===== config.mk =====
export PLATFORM = sky130hd
export DESIGN_NAME = fan_commutator
export DESIGN_NICKNAME = d
export VERILOG_FILES = /design/src/rtl/fc_pkg.sv /design/src/rtl/fc_hall_sync.sv /design/src/rtl/fc_phase_seq.sv /design/src/rtl/fc_pwm.sv /design/src/rtl/fan_commutator.sv
export SDC_FILE = /design/constraint.sdc
export NUM_CORES = 1
export LEC_CHECK = 0
export CORE_MARGIN = 2
export CORE_UTILIZATION = 40
export DETAILED_ROUTE_END_ITERATION = 8
export DONT_BUFFER_PORTS = 1
export HOLD_SLACK_MARGIN = 0.1
export PLACE_DENSITY = 0.55
export SYNTH_ARGS = -nofsm -noshare
export SYNTH_HDL_FRONTEND = slang
export SYNTH_HIERARCHICAL = 1
export SYNTH_SLANG_ARGS = --single-unit

===== constraint.sdc =====
create_clock -name clk -period 9.2 [get_ports clk]
set_input_delay 1.38 -clock clk [delete_from_list [all_inputs] [get_ports clk]]
set_output_delay 1.38 -clock clk [all_outputs]
set_load 0.1 [all_outputs]

===== src/rtl/fc_pkg.sv =====
// fc_pkg: shared constants for the fan commutation sequencer.
// Assumes a single-coil four-pole fan driven through an H-bridge whose
// gate enables are packed as {low B, low A, high B, high A}.
package fc_pkg;
    localparam int NPOLE   = 4;
    localparam int STATE_W = 3;
    localparam int GHA     = 0;
    localparam int GHB     = 1;
    localparam int GLA     = 2;
    localparam int GLB     = 3;

    typedef logic [STATE_W-1:0] seq_state_t;
endpackage


===== src/rtl/fc_hall_sync.sv =====
// fc_hall_sync: brings the asynchronous Hall bit into the clock domain with
// two flops and flags one cycle on each change of the synchronised level.
// Assumes hall_in is low during reset; an input held high at reset release
// produces a single phase start.
module fc_hall_sync (
    input  logic clk,
    input  logic rst_n,
    input  logic hall_in,
    output logic phase_start
);
    logic meta_q;
    logic sync_q;
    logic last_q;

    // Two-stage synchroniser plus previous-level register for edge compare.
    always_ff @(posedge clk) begin
        if (!rst_n) begin
            meta_q <= 1'b0;
            sync_q <= 1'b0;
            last_q <= 1'b0;
        end else begin
            meta_q <= hall_in;
            sync_q <= meta_q;
            last_q <= sync_q;
        end
    end

    // Either polarity of a settled Hall change opens a new phase.
    assign phase_start = sync_q ^ last_q;
endmodule


===== src/rtl/fc_phase_seq.sv =====
// fc_phase_seq: eight-state commutation sequencer. Holds the state index,
// the dead-interval counter and a saturating count of clocks since the
// current phase began. Assumes DEAD_CYC >= 1.
module fc_phase_seq
    import fc_pkg::*;
#(
    parameter int CNT_W    = 16,
    parameter int DEAD_CYC = 1
) (
    input  logic             clk,
    input  logic             rst_n,
    input  logic             phase_start,
    output seq_state_t       state,
    output logic             armed,
    output logic             dead,
    output logic [CNT_W-1:0] phase_cnt
);
    localparam int DEAD_W = $clog2(DEAD_CYC + 1);

    logic [DEAD_W-1:0] dead_cnt;

    // Advance the state, reload dead time and clear elapsed count per phase.
    always_ff @(posedge clk) begin
        if (!rst_n) begin
            state     <= seq_state_t'(7);
            armed     <= 1'b0;
            dead_cnt  <= '0;
            phase_cnt <= '0;
        end else if (phase_start) begin
            state     <= state + seq_state_t'(1);
            armed     <= 1'b1;
            dead_cnt  <= DEAD_W'(DEAD_CYC);
            phase_cnt <= '0;
        end else begin
            if (dead_cnt != '0) begin
                dead_cnt <= dead_cnt - 1'b1;
            end
            if (phase_cnt != '1) begin
                phase_cnt <= phase_cnt + 1'b1;
            end
        end
    end

    // Dead interval is active while the reload is still counting down.
    assign dead = (dead_cnt != '0);

    p_step_r2: assert property (@(posedge clk) disable iff (!rst_n)
        phase_start |=> (state == $past(state) + seq_state_t'(1)));

    p_hold_r2: assert property (@(posedge clk) disable iff (!rst_n)
        !phase_start |=> $stable(state));

    p_dead_load_r3: assert property (@(posedge clk) disable iff (!rst_n)
        phase_start |=> dead);
endmodule


===== src/rtl/fc_pwm.sv =====
// fc_pwm: PWM_W-bit pulse generator whose count advances once every PWM_DIV
// clocks and restarts from zero on request, so that each phase sees the
// same pulse pattern. Output is high while count < duty.
module fc_pwm #(
    parameter int PWM_W   = 8,
    parameter int PWM_DIV = 4
) (
    input  logic             clk,
    input  logic             rst_n,
    input  logic             restart,
    input  logic [PWM_W-1:0] duty,
    output logic             pwm_on
);
    logic             tick;
    logic [PWM_W-1:0] pwm_cnt;

    generate
        if (PWM_DIV <= 1) begin : g_nodiv
            assign tick = 1'b1;
        end else begin : g_div
            localparam int DIV_W = $clog2(PWM_DIV);
            logic [DIV_W-1:0] div_q;

            // Prescaler: one tick every PWM_DIV clocks, realigned on restart.
            always_ff @(posedge clk) begin
                if (!rst_n || restart) begin
                    div_q <= '0;
                end else if (div_q == DIV_W'(PWM_DIV - 1)) begin
                    div_q <= '0;
                end else begin
                    div_q <= div_q + 1'b1;
                end
            end

            assign tick = (div_q == DIV_W'(PWM_DIV - 1));
        end
    endgenerate

    // Free-wrapping PWM counter, cleared at each phase start.
    always_ff @(posedge clk) begin
        if (!rst_n || restart) begin
            pwm_cnt <= '0;
        end else if (tick) begin
            pwm_cnt <= pwm_cnt + 1'b1;
        end
    end

    // Compare stage: on for the first duty counts of each period.
    assign pwm_on = (pwm_cnt < duty);

    p_restart_r5: assert property (@(posedge clk) disable iff (!rst_n)
        restart |=> (pwm_cnt == '0));
endmodule


===== src/rtl/fan_commutator.sv =====
// fan_commutator: top of the Hall-commutated fan drive. Chooses the high
// side from the state parity, gates the PWM onto the opposite low side and
// cuts it off a margin before the end predicted by the current pole's
// stored width. Gate outputs are registered and forced off on every phase
// start. Assumes widths and margin are in clock cycles.
module fan_commutator
    import fc_pkg::*;
#(
    parameter int CNT_W    = 16,
    parameter int PWM_W    = 8,
    parameter int PWM_DIV  = 4,
    parameter int DEAD_CYC = 1
) (
    input  logic                   clk,
    input  logic                   rst_n,
    input  logic                   hall_in,
    input  logic [PWM_W-1:0]       duty,
    input  logic [CNT_W-1:0]       margin,
    input  logic [NPOLE*CNT_W-1:0] pole_width,
    input  logic [NPOLE-1:0]       width_ok,
    output logic [3:0]             gate,
    output logic [STATE_W-1:0]     state
);
    logic             phase_start;
    seq_state_t       seq_state;
    logic             armed;
    logic             dead;
    logic [CNT_W-1:0] phase_cnt;
    logic             pwm_on;
    logic [1:0]       pole;
    logic [CNT_W-1:0] sel_width;
    logic             sel_ok;
    logic             too_short;
    logic             cut_allow;
    logic             drive_lo;
    logic [3:0]       gate_next;

    fc_hall_sync u_sync (
        .clk         (clk),
        .rst_n       (rst_n),
        .hall_in     (hall_in),
        .phase_start (phase_start)
    );

    fc_phase_seq #(
        .CNT_W    (CNT_W),
        .DEAD_CYC (DEAD_CYC)
    ) u_seq (
        .clk         (clk),
        .rst_n       (rst_n),
        .phase_start (phase_start),
        .state       (seq_state),
        .armed       (armed),
        .dead        (dead),
        .phase_cnt   (phase_cnt)
    );

    fc_pwm #(
        .PWM_W   (PWM_W),
        .PWM_DIV (PWM_DIV)
    ) u_pwm (
        .clk     (clk),
        .rst_n   (rst_n),
        .restart (phase_start),
        .duty    (duty),
        .pwm_on  (pwm_on)
    );

    // Per-pole width select and early-cutoff decision.
    always_comb begin
        pole      = seq_state[1:0];
        sel_width = pole_width[int'(pole)*CNT_W +: CNT_W];
        sel_ok    = width_ok[pole];
        too_short = (sel_width <= margin);
        if (!sel_ok) begin
            cut_allow = 1'b1;
        end else if (too_short) begin
            cut_allow = 1'b0;
        end else begin
            cut_allow = (phase_cnt < (sel_width - margin));
        end
        drive_lo = pwm_on && cut_allow;
    end

    // Bridge mapping: state parity picks the coil direction.
    always_comb begin
        gate_next = '0;
        if (armed && !dead) begin
            if (seq_state[0]) begin
                gate_next[GHB] = 1'b1;
                gate_next[GLA] = drive_lo;
            end else begin
                gate_next[GHA] = 1'b1;
                gate_next[GLB] = drive_lo;
            end
        end
    end

    // Registered gate stage, all FETs dropped on the phase-start edge.
    always_ff @(posedge clk) begin
        if (!rst_n || phase_start) begin
            gate <= '0;
        end else begin
            gate <= gate_next;
        end
    end

    assign state = seq_state;

    p_idle_r1: assert property (@(posedge clk) disable iff (!rst_n)
        !armed |=> (gate == '0));

    p_gap_r3: assert property (@(posedge clk) disable iff (!rst_n)
        phase_start |=> (gate == '0));

    p_legs_r3: assert property (@(posedge clk) disable iff (!rst_n)
        !(gate[GHA] && gate[GLA]) && !(gate[GHB] && gate[GLB]));

    p_hs_r4: assert property (@(posedge clk) disable iff (!rst_n)
        $onehot0({gate[GHB], gate[GHA]}));

    p_short_r8: assert property (@(posedge clk) disable iff (!rst_n)
        (sel_ok && too_short) |=> !(gate[GLA] || gate[GLB]));
endmodule


Word-level counts from Yosys, hierarchy flattened. Cells that the tools add are included.

Magnitude comparators: 4. Reduce and logical (&&, ||, !) cells: 10. Equal/unequal tests: 2. Shift operators: 1. Add/sub/neg operators: 6. Mux-type cells: 8. Bitwise logic cells: 4.

Operators by type and width (number): variable part select 64 x 7 -> 16 bit (1); adder 16 x 1 -> 16 bit, second input constant (1); <= comparator 16 bit (1); < comparator 16 bit (1); inequality test 16 bit, second input constant (1); subtractor 16 bit (1); adder 8 x 1 -> 8 bit, second input constant (1); < comparator 8 bit (1); 2-to-1 mux 1 bit (7); OR reduction 2 bit (3); OR reduction 3 bit (2); adder 3 x 1 -> 3 bit, second input constant (1); < comparator 2 x 3 -> 1 bit, second input constant (1); NOT 1 bit (3); adder 2 x 1 -> 2 bit, second input constant (1); binary-select mux 1 bit (select 2 bit) (1); equality test 2 bit, second input constant (1); logical AND 1 bit (2); logical NOT 1 bit (2); logical OR 1 bit (1); subtractor 1 bit, second input constant (1); bitwise XOR 1 bit (1).

Word-level logic and storage cells: 47. Bits in registers: 38.

Depth between registers and ports, before layout.
Word-level depth: 6. Gate-level depth with buffers: 17.

Hierarchy. Netlist, hierarchy kept.

By module, submodules not included: fan_commutator (cells an instance 184, seq. area each 80.1 µm², times used 1, area each 1715.4 µm²); fc_phase_seq (cells an instance 108, seq. area each 420.4 µm², times used 1, area each 998.5 µm²); fc_pwm (cells an instance 69, seq. area each 200.2 µm², times used 1, area each 598.1 µm²); fc_hall_sync (cells an instance 7, seq. area each 60.1 µm², times used 1, area each 88.8 µm²).

Worst setup path before layout. No wires, ideal clock.

Path kind: reg-to-reg. From: register u_seq.state[0]. To: register gate[2]. Arrival: 4.751 ns. Cell stages (with the launch flop): 18. Period minus slack after synthesis: 4.867 ns. Setup time: 0.116 ns. Setup slack: 4.333 ns. Data required time: 9.084 ns. Path through: dfxtp_1 -> buf_4 -> buf_2 -> mux4_2 -> ha_1 -> buf_6 -> a211o_1 -> a21oi_4 -> a21bo_2 -> a21oi_1 -> xor2_1 -> ha_1 -> nand2_1 -> o21ai_0 -> a211oi_1 -> or3_1 -> a21o_1 -> and4_1.

Cells in the longest elaborated chain, start to end: 6.

Ends and longest elaborated chain: from (decl) (line fc_phase_seq.sv:13) `output seq_state_t state,`; from (signal assigned) (line fc_phase_seq.sv:25) `state <= seq_state_t'(7);`; from (signal assigned) (line fc_phase_seq.sv:30) `state <= state + seq_state_t'(1);`; variable part select 64 x 7 -> 16 bit (line fan_commutator.sv:72) `sel_width = pole_width[int'(pole)*CNT_W +: CNT_W];`; subtractor 16 bit (line fan_commutator.sv:80) `cut_allow = (phase_cnt < (sel_width - margin));`; < comparator 16 bit (line fan_commutator.sv:80); 2-to-1 mux 1 bit (line fan_commutator.sv:77) `end else if (too_short) begin`; 2-to-1 mux 1 bit (line fan_commutator.sv:75) `if (!sel_ok) begin`; logical AND 1 bit (line fan_commutator.sv:82) `drive_lo = pwm_on && cut_allow;`; to (signal assigned) (line fan_commutator.sv:104) `gate <= gate_next;`; to (decl) (line fan_commutator.sv:21) `output logic [3:0] gate,`.

Parallel ways exist; a longest one is shown, timed or not. The select of a mux whose other input is x is not followed. A chain may end at the register's enable or synchronous reset.

Worst setup path after layout.
From: input port pole_width[50]. To: register gate[2].

Cells in the longest elaborated chain, start to end: 6.

Ends and longest elaborated chain: from (decl) (line fan_commutator.sv:19) `input logic [NPOLE*CNT_W-1:0] pole_width,`; variable part select 64 x 7 -> 16 bit * (line fan_commutator.sv:72); subtractor 16 bit (line fan_commutator.sv:80); < comparator 16 bit (line fan_commutator.sv:80); 2-to-1 mux 1 bit * (line fan_commutator.sv:77); 2-to-1 mux 1 bit * (line fan_commutator.sv:75); logical AND 1 bit * (line fan_commutator.sv:82).

Every way passes the cells marked *; elsewhere a longest branch is shown, timed or not.

==> results.py <==
metrics = {
    "status": {
        "outcome": "finished, final reports clean",
    },
    "routing": {
        "routedWlPerCell_um": 15.8,
        "drc": 0,
        "post_drt_via_cell_ratio": 5.82,
        "num_vias": 2728,
        "drt_first_pass_iters": 4,
        "drt_iter0_markers": 46,
        "postRouteAntennaNets": 0,
        "routed_wl_um": 7420,
    },
    "global_routing": {
        "grt_pass1_vias": 2611,
        "grt-ovfl-total": 0,
        "antenna_found_initial": 0,
        "grt_first_pass_wirelength_um": 11900,
        "grt_max_degree": 23,
        "grtUsageTotal": 0.163,
    },
    "die": {
        "die_h_um": 96.2,
        "row_count": 33,
        "die-area_um2": 9260,
        "boundaryPins": 102,
        "die_x_um": 96.2,
        "initial_core_util": 0.414,
        "coreArea_um2": 8220,
    },
    "power_and_ir_drop": {
        "p_comb_frac": 0.379,
        "p_sw_uw": 180,
        "power_frac_clock": 0.249,
        "power_density_nw_per_um2": 140,
        "intPower_uw": 315,
        "swShare": 0.364,
        "p_leak_uw": 0.00152,
        "peakVddDrop_uv": 75.6,
        "pwr-share-seq": 0.372,
    },
    "clock_network": {
        "postCtsSetupBuffers": 0,
        "cts_resized": 0,
        "postCtsHoldBufs": 0,
        "cts_sinks": 38,
        "cts_tree": "yes",
        "h-tree-depth": 2,
        "worstSkewPairLatency_ns": 0.30,
        "cts_buffers": 5,
        "path_clk_slew_ns": 0.08,
        "cts.path.max_buffers": 2,
        "cts_root_buf": "clkbuf_8",
    },
    "placement": {
        "portBuffers": 0,
        "placed_area_um2": 3450,
        "dp_hpwl_um": 6020,
        "gp_congestion": 0.784,
    },
    "setup_path": {
        "reg2reg_slack_ns": 4.68,
        "timing.critical_path.mode_cell": "a21oi_1",
        "required_ns": 9.39,
        "arrival_ns": 4.83,
        "cp_num_buf_inv": 0,
        "r2r-end": "gate[2]",
        "critPathMaxStageDelay_ns": 0.45,
        "startpoint": "pole_width[50]",
        "cp_max_fo": 5,
        "cp_cell_sequence": "mux4_2 > ha_1 > a21oi_1 > nand2_1 > a221o_1 > a21oi_1 > nor3_1 > a311oi_1 > ha_1 > a21oi_1 > o21ai_0 > a211oi_1 > or3_1 > a21o_1 > and4_1",
        "cp_slowest_cell": "mux4_2",
        "ff2ff_path_depth": 16,
        "r2r-start": "u_seq/state[0]",
        "critPathKind": "in2reg",
        "crit_path_start_kind": "input pin",
        "endpoint_kind": "flop",
        "crit_family": "compound AO/OA/AOI/OAI gates",
    },
    "synthesis": {
        "synth-main-ff-cell": "dfxtp_1",
        "synth_warnings": 6,
        "syn_area_per_cell_um2": 9.24,
        "synth.area.top_cells": "dfxtp_1, ha_1, mux4_2, a21oi_1, xor2_1",
        "synth_seq_cells": 38,
        "postSynth.asyncResetShare": 0,
        "synth_top_area_cell": "dfxtp_1",
        "ys_types": 62,
        "synth_cells": 368,
        "synth_edf_count": 0,
        "syn_area_um2": 3400,
        "synth_nets": 507,
        "synth-seq-area-share": 0.224,
        "synth.top_cell.area_share": 0.224,
    },
    "timing": {
        "hold_viol": 0,
        "fin_crit_ns": 4.64,
        "rsz0062_at_grt": "no",
        "setup_tns_ns": 0,
        "hold_slack_ns": 0.434,
        "max_slew_margin": 0.341,
        "max_freq_ghz": 0.216,
        "finalCritPeriodShare": 0.504,
        "setup_violations": 0,
        "skew_ns": 0.0100,
        "drv_slew": 0,
        "worst_slew_pin_slew_ns": 0.988,
    },
    "finish": {
        "final_area_um2": 3540,
        "drive_gt1_frac": 0.113,
        "fin_nets": 502,
        "n_antenna_cell": 0,
        "areaGrowthSynthToFinish_pct": 4.19,
    },
    "job": {
        "max_cap_violations": 0,
    },
    "min_path": {
        "hold_class": "reg2reg",
        "hp-start": "u_pwm/g_div.div_q[0]",
        "min_path_cells": 1,
        "whs_endpoint": "u_pwm/g_div.div_q[0]",
    },
}
## cells in the final DEF (no fill, tap or decap), types with 2 or more instances in the layout
master	netlist	final
or3_1	5	5
a41oi_1	3	3
xor2_1	14	14
dfxtp_2	0	2
o21a_1	2	2
a211o_1	2	2
mux2i_1	3	3
a311oi_1	2	2
a31oi_1	5	5
o31ai_1	2	2
nand2_1	25	25
nand3_1	10	10
and4_1	9	9
ha_1	43	43
a211oi_1	4	4
nor3_1	11	11
nand4_1	7	7
clkbuf_8	0	6
a41o_1	2	2
o21ai_0	17	17
inv_1	27	27
mux4_2	17	17
a21oi_1	29	29
a21o_1	6	6
nor2b_1	4	4
and2_1	6	6
dfxtp_1	38	36
o211ai_1	2	2
nand2b_1	3	3
nor2_1	16	16
and3_2	2	2
and3_1	5	5
xnor2_1	7	7
## registers in the layout, summed over array words and instances, names as in the netlist
name	cells
gate	4
u_pwm/g_div.div_q	2
u_pwm/pwm_cnt	8
u_seq/armed	1
u_seq/dead	1
u_seq/phase_cnt	16
u_seq/state	3
u_sync/last_q	1
u_sync/meta_q	1
u_sync/sync_q	1
## Yosys cell counts, types with 4 or more instances
cell type,number
ha_1,43
dfxtp_1,38
a21oi_1,29
inv_1,27
nand2_1,25
mux4_2,17
o21ai_0,17
nor2_1,16
xor2_1,14
nor3_1,11
nand3_1,10
and4_1,9
nand4_1,7
xnor2_1,7
a21o_1,6
and2_1,6
a31oi_1,5
and3_1,5
buf_6,5
or3_1,5
a211oi_1,4
clkbuf_1,4
nor2b_1,4
## power by group through the flow
stage          Clock, uW  Sequential (uW)  Combinational [uW]
4_1_cts              127              184                 189
3_5_place_dp           0              188                 188
2_1_floorplan          0              188                 157
3_3_place_gp           0              188                 186
5_1_grt              132              185                 214
6_report             123              184                 188
## logic make-up (layout without fill, tap and decap cells)
kind of cell	Yosys count	in the layout	share of synthesized area
AO/OA/AOI/OAI	91	91	0.189
XOR/XNOR	21	21	0.0541
adder cells (fa/ha/maj)	44	44	0.164
buffers and inverters	40	36	0.0574
flip-flops	38	38	0.224
multiplexers	20	20	0.121
AND/OR/NAND/NOR	114	114	0.191
## metal layers
| layer | GRT usage | part of all wire | up-vias |
|---|---|---|---|
| met5 | 0 | 0 | - |
| met4 | 0.0381 | 0.0085 | 0 |
| met3 | 0.0282 | 0.052 | 6 |
| met2 | 0.271 | 0.47 | 82 |
| met1 | 0.218 | 0.47 | 1264 |
| li1 | - | - | 1376 |
## cell type report
type / instances / area [um^2]
timing repair buffer: 1 / 7.51
tap: 105 / 131
clock buffer: 6 / 82.6
multi-input combinational: 290 / 2440
fill: 804 / 4670
clock inverter: 2 / 12.5
sequential: 38 / 763
inverter: 27 / 101
## metrics by stage
| step | cells | utilization | total power [uW] | worst slack, ns |
|---|---|---|---|---|
| after CTS | 469 | 0.431 | 501 | 4.51 |
| after floorplan | 368 | - | 344 | 4.33 |
| after global placement | 461 | 0.420 | 374 | 4.31 |
| after detailed placement | 461 | 0.420 | 377 | 4.21 |
| final | 469 | 0.431 | 496 | 4.56 |
| after global routing | 469 | 0.431 | 532 | 4.25 |
## worst max path at each step
stage / cells past startpoint / to
after floorplan: 17 / gate[2]
after global placement: 14 / gate[2]
after detailed placement: 14 / gate[2]
after CTS: 15 / gate[2]
after global routing: 14 / gate[3]
final: 15 / gate[2]
Note: power is estimated with default switching activity, not from simulation.
